## src/rtl/cal_pkg.sv

```systemverilog
`timescale 1ns/1ps
package cal_pkg;

    localparam logic [2:0] SEL_SEC  = 3'd0;
    localparam logic [2:0] SEL_MIN  = 3'd1;
    localparam logic [2:0] SEL_HOUR = 3'd2;
    localparam logic [2:0] SEL_WDAY = 3'd3;
    localparam logic [2:0] SEL_MDAY = 3'd4;
    localparam logic [2:0] SEL_MON  = 3'd5;
    localparam logic [2:0] SEL_YEAR = 3'd6;

    typedef struct packed {
        logic [7:0]  sec;
        logic [7:0]  min;
        logic [7:0]  hour;
        logic [7:0]  wday;
        logic [7:0]  mday;
        logic [7:0]  mon;
        logic [11:0] year;
    } cal_time_t;

    // two-digit BCD increment without wrap
    function automatic logic [7:0] bcd_next(input logic [7:0] v);
        logic [7:0] r;
        if (v[3:0] >= 4'd9) r = {v[7:4] + 4'd1, 4'd0};
        else                r = {v[7:4], v[3:0] + 4'd1};
        return r;
    endfunction

    // three-digit BCD increment, 999 wraps to 000
    function automatic logic [11:0] bcd3_next(input logic [11:0] v);
        logic [11:0] r;
        r = v;
        if (v[3:0] < 4'd9) begin
            r[3:0] = v[3:0] + 4'd1;
        end else begin
            r[3:0] = 4'd0;
            if (v[7:4] < 4'd9) begin
                r[7:4] = v[7:4] + 4'd1;
            end else begin
                r[7:4] = 4'd0;
                r[11:8] = (v[11:8] < 4'd9) ? v[11:8] + 4'd1 : 4'd0;
            end
        end
        return r;
    endfunction

endpackage

```

## src/rtl/cal_sec_divider.sv

```systemverilog
`timescale 1ns/1ps
module cal_sec_divider #(
    parameter int DIV_COUNT = 32768
) (
    input  logic clk,
    input  logic rst_n,
    input  logic run,
    input  logic ref_en,
    output logic tick
);
    localparam int CW = (DIV_COUNT > 1) ? $clog2(DIV_COUNT) : 1;
    localparam logic [CW-1:0] LOAD = CW'(DIV_COUNT - 1);

    typedef struct packed {
        logic [CW-1:0] cnt;
        logic          armed;
    } div_state_t;

    div_state_t div_d, div_q;

    always_comb begin
        div_d       = div_q;
        tick        = 1'b0;
        div_d.armed = run;
        if (run && !div_q.armed) begin
            div_d.cnt = LOAD;
        end else if (run && ref_en) begin
            if (div_q.cnt == '0) begin
                tick      = 1'b1;
                div_d.cnt = LOAD;
            end else begin
                div_d.cnt = div_q.cnt - 1'b1;
            end
        end
    end

    always_ff @(posedge clk or negedge rst_n) begin
        if (!rst_n) begin
            div_q.cnt   <= LOAD;
            div_q.armed <= 1'b0;
        end else begin
            div_q <= div_d;
        end
    end

endmodule

```

## src/rtl/cal_month_days.sv

```systemverilog
`timescale 1ns/1ps
module cal_month_days (
    input  logic [7:0]  mon,
    input  logic [11:0] year,
    output logic [7:0]  days
);
    logic [1:0] mod4;
    logic       div4;
    logic       low_zero;
    logic       div400;
    logic       leap;

    always_comb begin
        // 10 = 2 (mod 4) and 100 = 0 (mod 4); 1900 = 0 (mod 4)
        mod4     = year[1:0] + {year[4], 1'b0};
        div4     = (mod4 == 2'd0);
        low_zero = (year[7:0] == 8'h00);
        // 1900 + y divisible by 400 <=> y in {100, 500, 900}
        div400   = low_zero && ((year[11:8] == 4'd1) || (year[11:8] == 4'd5) ||
                                (year[11:8] == 4'd9));
        leap     = div4 && (!low_zero || div400);
        case (mon)
            8'h02:                      days = leap ? 8'h29 : 8'h28;
            8'h04, 8'h06, 8'h09, 8'h11: days = 8'h30;
            default:                    days = 8'h31;
        endcase
    end

endmodule

```

## src/rtl/bcd_calendar_clock.sv

```systemverilog
`timescale 1ns/1ps
module bcd_calendar_clock
    import cal_pkg::*;
#(
    parameter int DIV_COUNT = 32768
) (
    input  logic        clk,
    input  logic        rst_n,
    input  logic        ref_en,
    input  logic        rtc_en,
    input  logic        wr_en,
    input  logic [2:0]  wr_sel,
    input  logic [11:0] wr_data,
    output logic        tick_1hz,
    output logic [7:0]  sec_bcd,
    output logic [7:0]  min_bcd,
    output logic [7:0]  hour_bcd,
    output logic [7:0]  wday_bcd,
    output logic [7:0]  mday_bcd,
    output logic [7:0]  mon_bcd,
    output logic [11:0] year_bcd
);
    cal_time_t time_d, time_q;
    logic       tick;
    logic [7:0] month_len;
    logic       wr_ok, adv;
    logic       c_sec, c_min, c_hour, c_day, c_mon;

    cal_sec_divider #(.DIV_COUNT(DIV_COUNT)) u_div (
        .clk    (clk),
        .rst_n  (rst_n),
        .run    (rtc_en),
        .ref_en (ref_en),
        .tick   (tick)
    );

    cal_month_days u_mdays (
        .mon  (time_q.mon),
        .year (time_q.year),
        .days (month_len)
    );

    always_comb begin
        time_d = time_q;
        wr_ok  = wr_en && rtc_en;
        adv    = tick && !wr_ok;
        c_sec  = (time_q.sec  >= 8'h59);
        c_min  = (time_q.min  >= 8'h59);
        c_hour = (time_q.hour >= 8'h23);
        c_day  = (time_q.mday >= month_len);
        c_mon  = (time_q.mon  >= 8'h12);

        if (adv) begin
            time_d.sec = c_sec ? 8'h00 : bcd_next(time_q.sec);
            if (c_sec) begin
                time_d.min = c_min ? 8'h00 : bcd_next(time_q.min);
                if (c_min) begin
                    time_d.hour = c_hour ? 8'h00 : bcd_next(time_q.hour);
                    if (c_hour) begin
                        time_d.wday = (time_q.wday >= 8'h06) ? 8'h00 : bcd_next(time_q.wday);
                        time_d.mday = c_day ? 8'h01 : bcd_next(time_q.mday);
                        if (c_day) begin
                            time_d.mon = c_mon ? 8'h01 : bcd_next(time_q.mon);
                            if (c_mon) time_d.year = bcd3_next(time_q.year);
                        end
                    end
                end
            end
        end

        if (wr_ok) begin
            case (wr_sel)
                SEL_SEC:  time_d.sec  = {1'b0, wr_data[6:0]};
                SEL_MIN:  time_d.min  = {1'b0, wr_data[6:0]};
                SEL_HOUR: time_d.hour = {2'b0, wr_data[5:0]};
                SEL_WDAY: time_d.wday = {5'b0, wr_data[2:0]};
                SEL_MDAY: time_d.mday = {2'b0, wr_data[5:0]};
                SEL_MON:  time_d.mon  = {3'b0, wr_data[4:0]};
                SEL_YEAR: time_d.year = wr_data;
                default:  ;
            endcase
        end
    end

    always_ff @(posedge clk or negedge rst_n) begin
        if (!rst_n) begin
            time_q.sec  <= 8'h00;
            time_q.min  <= 8'h00;
            time_q.hour <= 8'h00;
            time_q.wday <= 8'h00;
            time_q.mday <= 8'h01;
            time_q.mon  <= 8'h01;
            time_q.year <= 12'h000;
        end else begin
            time_q <= time_d;
        end
    end

    assign tick_1hz = tick;
    assign sec_bcd  = time_q.sec;
    assign min_bcd  = time_q.min;
    assign hour_bcd = time_q.hour;
    assign wday_bcd = time_q.wday;
    assign mday_bcd = time_q.mday;
    assign mon_bcd  = time_q.mon;
    assign year_bcd = time_q.year;

endmodule

```

## config.mk

```make
export PLATFORM = sky130hd
export DESIGN_NAME = bcd_calendar_clock
export DESIGN_NICKNAME = d
export VERILOG_FILES = /design/src/rtl/cal_pkg.sv /design/src/rtl/cal_sec_divider.sv /design/src/rtl/cal_month_days.sv /design/src/rtl/bcd_calendar_clock.sv
export SDC_FILE = /design/constraint.sdc
export NUM_CORES = 1
export LEC_CHECK = 0
export ABC_AREA = 1
export BUFFER_PORTS_ARGS = -buffer_cell sky130_fd_sc_hd__buf_2
export CORE_MARGIN = 1
export CORE_UTILIZATION = 30
export DETAILED_ROUTE_END_ITERATION = 7
export PLACE_DENSITY_LB_ADDON = 0.12
export SLEW_MARGIN = 25
export SYNTH_ARGS = -nofsm -noshare
export SYNTH_HDL_FRONTEND = slang
export SYNTH_SLANG_ARGS = --single-unit
```

## constraint.sdc

```tcl
create_clock -name clk -period 5.05 [get_ports clk]
set_clock_uncertainty 0.1 [all_clocks]
set_input_delay 0.505 -clock clk [delete_from_list [all_inputs] [get_ports clk]]
set_output_delay 0.505 -clock clk [all_outputs]
set_load 0.02 [all_outputs]
```

Yosys cells after proc, flatten, opt, wreduce, memory -nomap -nowiden
Index checks and enable logic that the tools add are counted.
{"block": "totals", "register_bits": 76, "input_bits": 20, "out_inout_bits": 61, "wordCells": 112}
{"block": "classes", "addsub": 17, "order_cmp": 15, "n_eq_ne": 14, "muxes": 39, "reduce_logical": 18}
{"cell": "two-way mux 8 bit", "count": 19}
{"cell": "two-way mux 60 bit", "count": 2}
{"cell": "adder 4 x 1 -> 4 bit, second input constant", "count": 15}
{"cell": "two-way mux 52 bit", "count": 1}
{"cell": "two-way mux 15 bit", "count": 3}
{"cell": "two-way mux 44 bit", "count": 1}
{"cell": "two-way mux 36 bit", "count": 1}
{"cell": ">= comparator 4 bit, second input constant", "count": 6}
{"cell": "two-way mux 12 bit", "count": 2}
{"cell": "two-way mux 20 bit", "count": 1}
{"cell": "== test 8 x 3 -> 1 bit, second input constant", "count": 2}
{"cell": ">= comparator 8 x 7 -> 1 bit, second input constant", "count": 2}
{"cell": "two-way mux 4 bit", "count": 4}
{"cell": "case mux 8 bit (2 select lines)", "count": 1}
{"cell": "logical NOT 15 bit", "count": 1}
{"cell": "subtractor 15 x 1 -> 15 bit, second input constant", "count": 1}
{"cell": "< comparator 4 bit, second input constant", "count": 3}
{"cell": "== test 3 bit, second input constant", "count": 3}
{"cell": "== test 8 x 2 -> 1 bit, second input constant", "count": 1}
{"cell": "== test 8 x 4 -> 1 bit, second input constant", "count": 1}
{"cell": "== test 8 x 5 -> 1 bit, second input constant", "count": 1}
{"cell": ">= comparator 8 x 3 -> 1 bit, second input constant", "count": 1}
{"cell": ">= comparator 8 x 5 -> 1 bit, second input constant", "count": 1}
{"cell": ">= comparator 8 x 6 -> 1 bit, second input constant", "count": 1}
{"cell": "other kinds (16)", "count": 29}

Logic depth before layout (Yosys ltp)
{"block": "logic_depth", "ltp_word": 16, "depth_mapped": 20, "depth_no_buf": 20}

Hierarchy
Synthesis repeated with hierarchy kept, for this count alone.
{"block": "hier_totals", "cells_unflattened": 771, "area_unflattened_um2": 5582.9}
{"module": "bcd_calendar_clock", "n_inst": 1, "cells_each": 591, "area_per_inst_um2": 4300.4, "seq_area_each_um2": 1503.9}
{"module": "cal_sec_divider", "n_inst": 1, "cells_each": 142, "area_per_inst_um2": 1086.0, "seq_area_each_um2": 419.2}
{"module": "cal_month_days", "n_inst": 1, "cells_each": 38, "area_per_inst_um2": 196.4, "seq_area_each_um2": 0.0}

Worst setup path before layout
No wires, ideal clock.
{"block": "synth_timing", "path_kind": "register -> register", "start": "register, netlist name mon_bcd[0]", "end": "register, netlist name year_bcd[4]", "setup_ns": 0.117, "arrival_ns": 2.671, "t_required_ns": 4.833, "path_slack_ns": 2.162, "stages_incl_launch_ff": 20, "n_path_buf": 0, "period_less_slack_ns": 2.888, "cell_sequence": "dfstp_2 -> inv_1 -> ha_1 -> o21ai_0 -> o21ai_0 -> a32oi_1 -> nand2_1 -> o41ai_1 -> ha_1 -> nand2_1 -> nor3_1 -> nand2_1 -> nand3_1 -> inv_1 -> nor2_1 -> nand3_1 -> nand2_1 -> nand2_1 -> nor2_1 -> nor2_1"}

==> reports/qor.csv <==
metric;value;unit
max-cap-violations;0;
crit_type;register to register;
synth_top_family_by_area;simple AND/OR/NAND/NOR gates;
reg2reg_slack;1.59;ns
synth_edf_count;0;
row_count;48;
dieWidth;136.4;µm
cts-root-buf;clkbuf_16;
start_kind;register;
antenna_found_initial;0;
path_clk_slew;0.06;ns
via_per_inst;4.716;
worst_pin_slew;0.8351;ns
drt-pass1-iter-count;5;
most-common-layout-cells;nand2_1 (185), inv_1 (142), buf_2 (79);
synth_compound_area_share;11.19;%
synth-seq-cells;76;
worstPathMaxFanout;15;
initial_utilization;31.02;%
fmax;289.1;MHz
critical_path_arrival;3.60;ns
whs;0.02608;ns
grt_max_degree;41;
core;17480;µm²
max-vdd-ir-drop;0.1913;mV
synth_simple_gate_area_share;30.74;%
crit_path_end_kind;register;
ys_types;38;
synth_xor_area_share;1.131;%
postSynthCellCount;770;
final_area;6406;µm²
grt_setup_unrepaired;false;
leakage;3.447;nW
instances_no_fill;1085;
wl;16130;µm
seqCellArea;1923;µm²
multi_input_area;2910;µm²
clk_latency;0.35;ns
grt_pass1_vias;4904;
post_dp_cell_area;6077;µm²
ys_seq_area_share;35.47;%
synth_fp_nets;836;
startpoint;mon_bcd[0]$_DFF_PN1_;
wl_per_cell;14.87;µm
die-area;18610;µm²
n_antenna_cell;0;
ctsHoldBuffers;0;
layout-drive-gt1-share;15.81;%
cts_tree;yes;
dp_hpwl;12380;µm
async_flop_share;100.0;%
setup_violations;0;
final_hold_viol_count;0;
synth_fa_ha_area_share;10.62;%
antenna_left;0;
synthMuxAreaShare;0;%
cts_resized;0;
htree_num_levels;3;
placed_cells;1069;
syn2layout_area_growth;18.16;%
place.gp.congestion;0.8435;
clock_path_buffers;2;
reg2reg_from;mon_bcd[0]$_DFF_PN1_;
final_common_cell;nand2_1;
grt_remaining_overflow;0;
vias;5117;
synth.cell_area;5421;µm²
syn_area_per_cell;7.041;µm²
synthFlopType;dfrtp_1;
ys_warn_count;0;
pre_cts_ws;1.602;ns
cts.sinks;76;
drtIter0Drc;183;
outcome;complete, no violations;
postLayoutSetupSlackWorst;1.592;ns
grt_pass1_wl;26340;µm
post-route-drc-count;0;
ios;81;
numCtsBuffers;9;
setup_tns;0;ns
maxSlewHeadroom;44.14;%
numPortBuffers;80;
hold_class;input pin to asynchronous set/reset pin;
grt_usage;18.53;%
worst_ep_required_time;5.20;ns
die_h;136.4;µm
slew_violations;0;
nets;921;
p_per_area;373.6;nW/µm²
fillCellCount;1913;
finalCritPeriodShare;68.48;%
post_cts_buffers;0;
min_period;3.458;ns
worst paths after layout:
check	end	cells after the start
max	year_bcd[8]$_DFF_PN0_	19
min in group clk	u_div.div_q[0]$_DFF_PN0_	1
max in group asynchronous	mday_bcd[0]$_DFF_PN1_	2
max reg2reg	year_bcd[8]$_DFF_PN0_	19
min	hour_bcd[5]$_DFF_PN0_	1
min reg2reg	u_div.div_q[15]$_DFFE_PN1P_	2
layer usage:
metal	track usage (%)	wire [µm]	vias to the layer above
met5	0	0	-
met4	3.765	140	0
met3	4.437	632	11
met2	30.51	7622	83
met1	24.52	7736	2396
li1	-	-	2627
state kept, by name, indices dropped and copies added, names as in the netlist:
signal,flops
hour_bcd,8
mday_bcd,8
min_bcd,8
mon_bcd,8
sec_bcd,8
u_div.div_q,16
wday_bcd,8
year_bcd,12
per-stage QoR:
| step | power [mW] | utilization (%) |
|---|---|---|
| after floorplan | 1.407 | - |
| after global placement | 1.698 | 34.77 |
| after detailed placement | 1.690 | 34.77 |
| after CTS | 2.423 | 36.66 |
| after global routing | 2.580 | 36.66 |
| final | 2.393 | 36.66 |
cells in the mapped netlist (2+ instances only):
cell type | instances | area [µm²]
nand3_1 | 65 | 325.3
buf_2 | 2 | 10.01
a22oi_1 | 4 | 30.03
buf_4 | 2 | 15.01
dfrtp_1 | 59 | 1476
o211ai_1 | 5 | 37.54
nor2_2 | 4 | 25.02
nor2_4 | 4 | 45.04
dfstp_2 | 17 | 446.7
o22ai_1 | 2 | 12.51
nand2_2 | 3 | 18.77
nor2_1 | 77 | 289.0
inv_2 | 4 | 15.01
clkbuf_1 | 3 | 11.26
nor3_1 | 10 | 50.05
xor2_1 | 6 | 52.55
nand2_1 | 185 | 694.4
a21oi_1 | 20 | 100.1
o21bai_1 | 2 | 15.01
or2_2 | 4 | 25.02
o21ai_1 | 5 | 25.02
inv_1 | 142 | 533.0
ha_1 | 46 | 575.6
o21ai_0 | 57 | 285.3
a31oi_1 | 8 | 50.05
nand3b_1 | 5 | 37.54
nand4_1 | 18 | 112.6
cells by family after synthesis:
group           Yosys count
xor+xnor                  7
compound gates          109
flops                    76
fa+ha+maj                46
buf+inv                 154
simple gates            378
worst max-delay path, cell delays in order, from the launching register on:
cell	delay (ns)
dfstp_2	0.58
inv_1	0.10
ha_1	0.21
o21ai_0	0.15
o21ai_0	0.11
a32oi_1	0.23
nand2_1	0.09
o41ai_1	0.08
ha_1	0.17
nand2_1	0.04
nor3_1	0.13
nand2_1	0.07
nand3_1	0.15
nand3_1	0.13
nor2_2	0.53
nand2_1	0.21
nand2_1	0.10
nand3_1	0.07
nand2_1	0.07
inv_1	0.03
report_power, final:
group	switching [mW]	internal, mW	leakage (nW)
registers	0.149	0.731	0.898
logic	0.529	0.267	2.38
clock network	0.276	0.442	0.166
total	0.953	1.44	3.45
cell type report:
cell class	count	share of cell area (%)
inverter	147	8.613
clock buffer	11	4.297
timing repair buffer	81	6.406
tap	225	4.395
sequential	76	30.02
multi-input combinational	540	45.43
clock inverter	5	0.8398
Power figures use the tool's default switching activity.
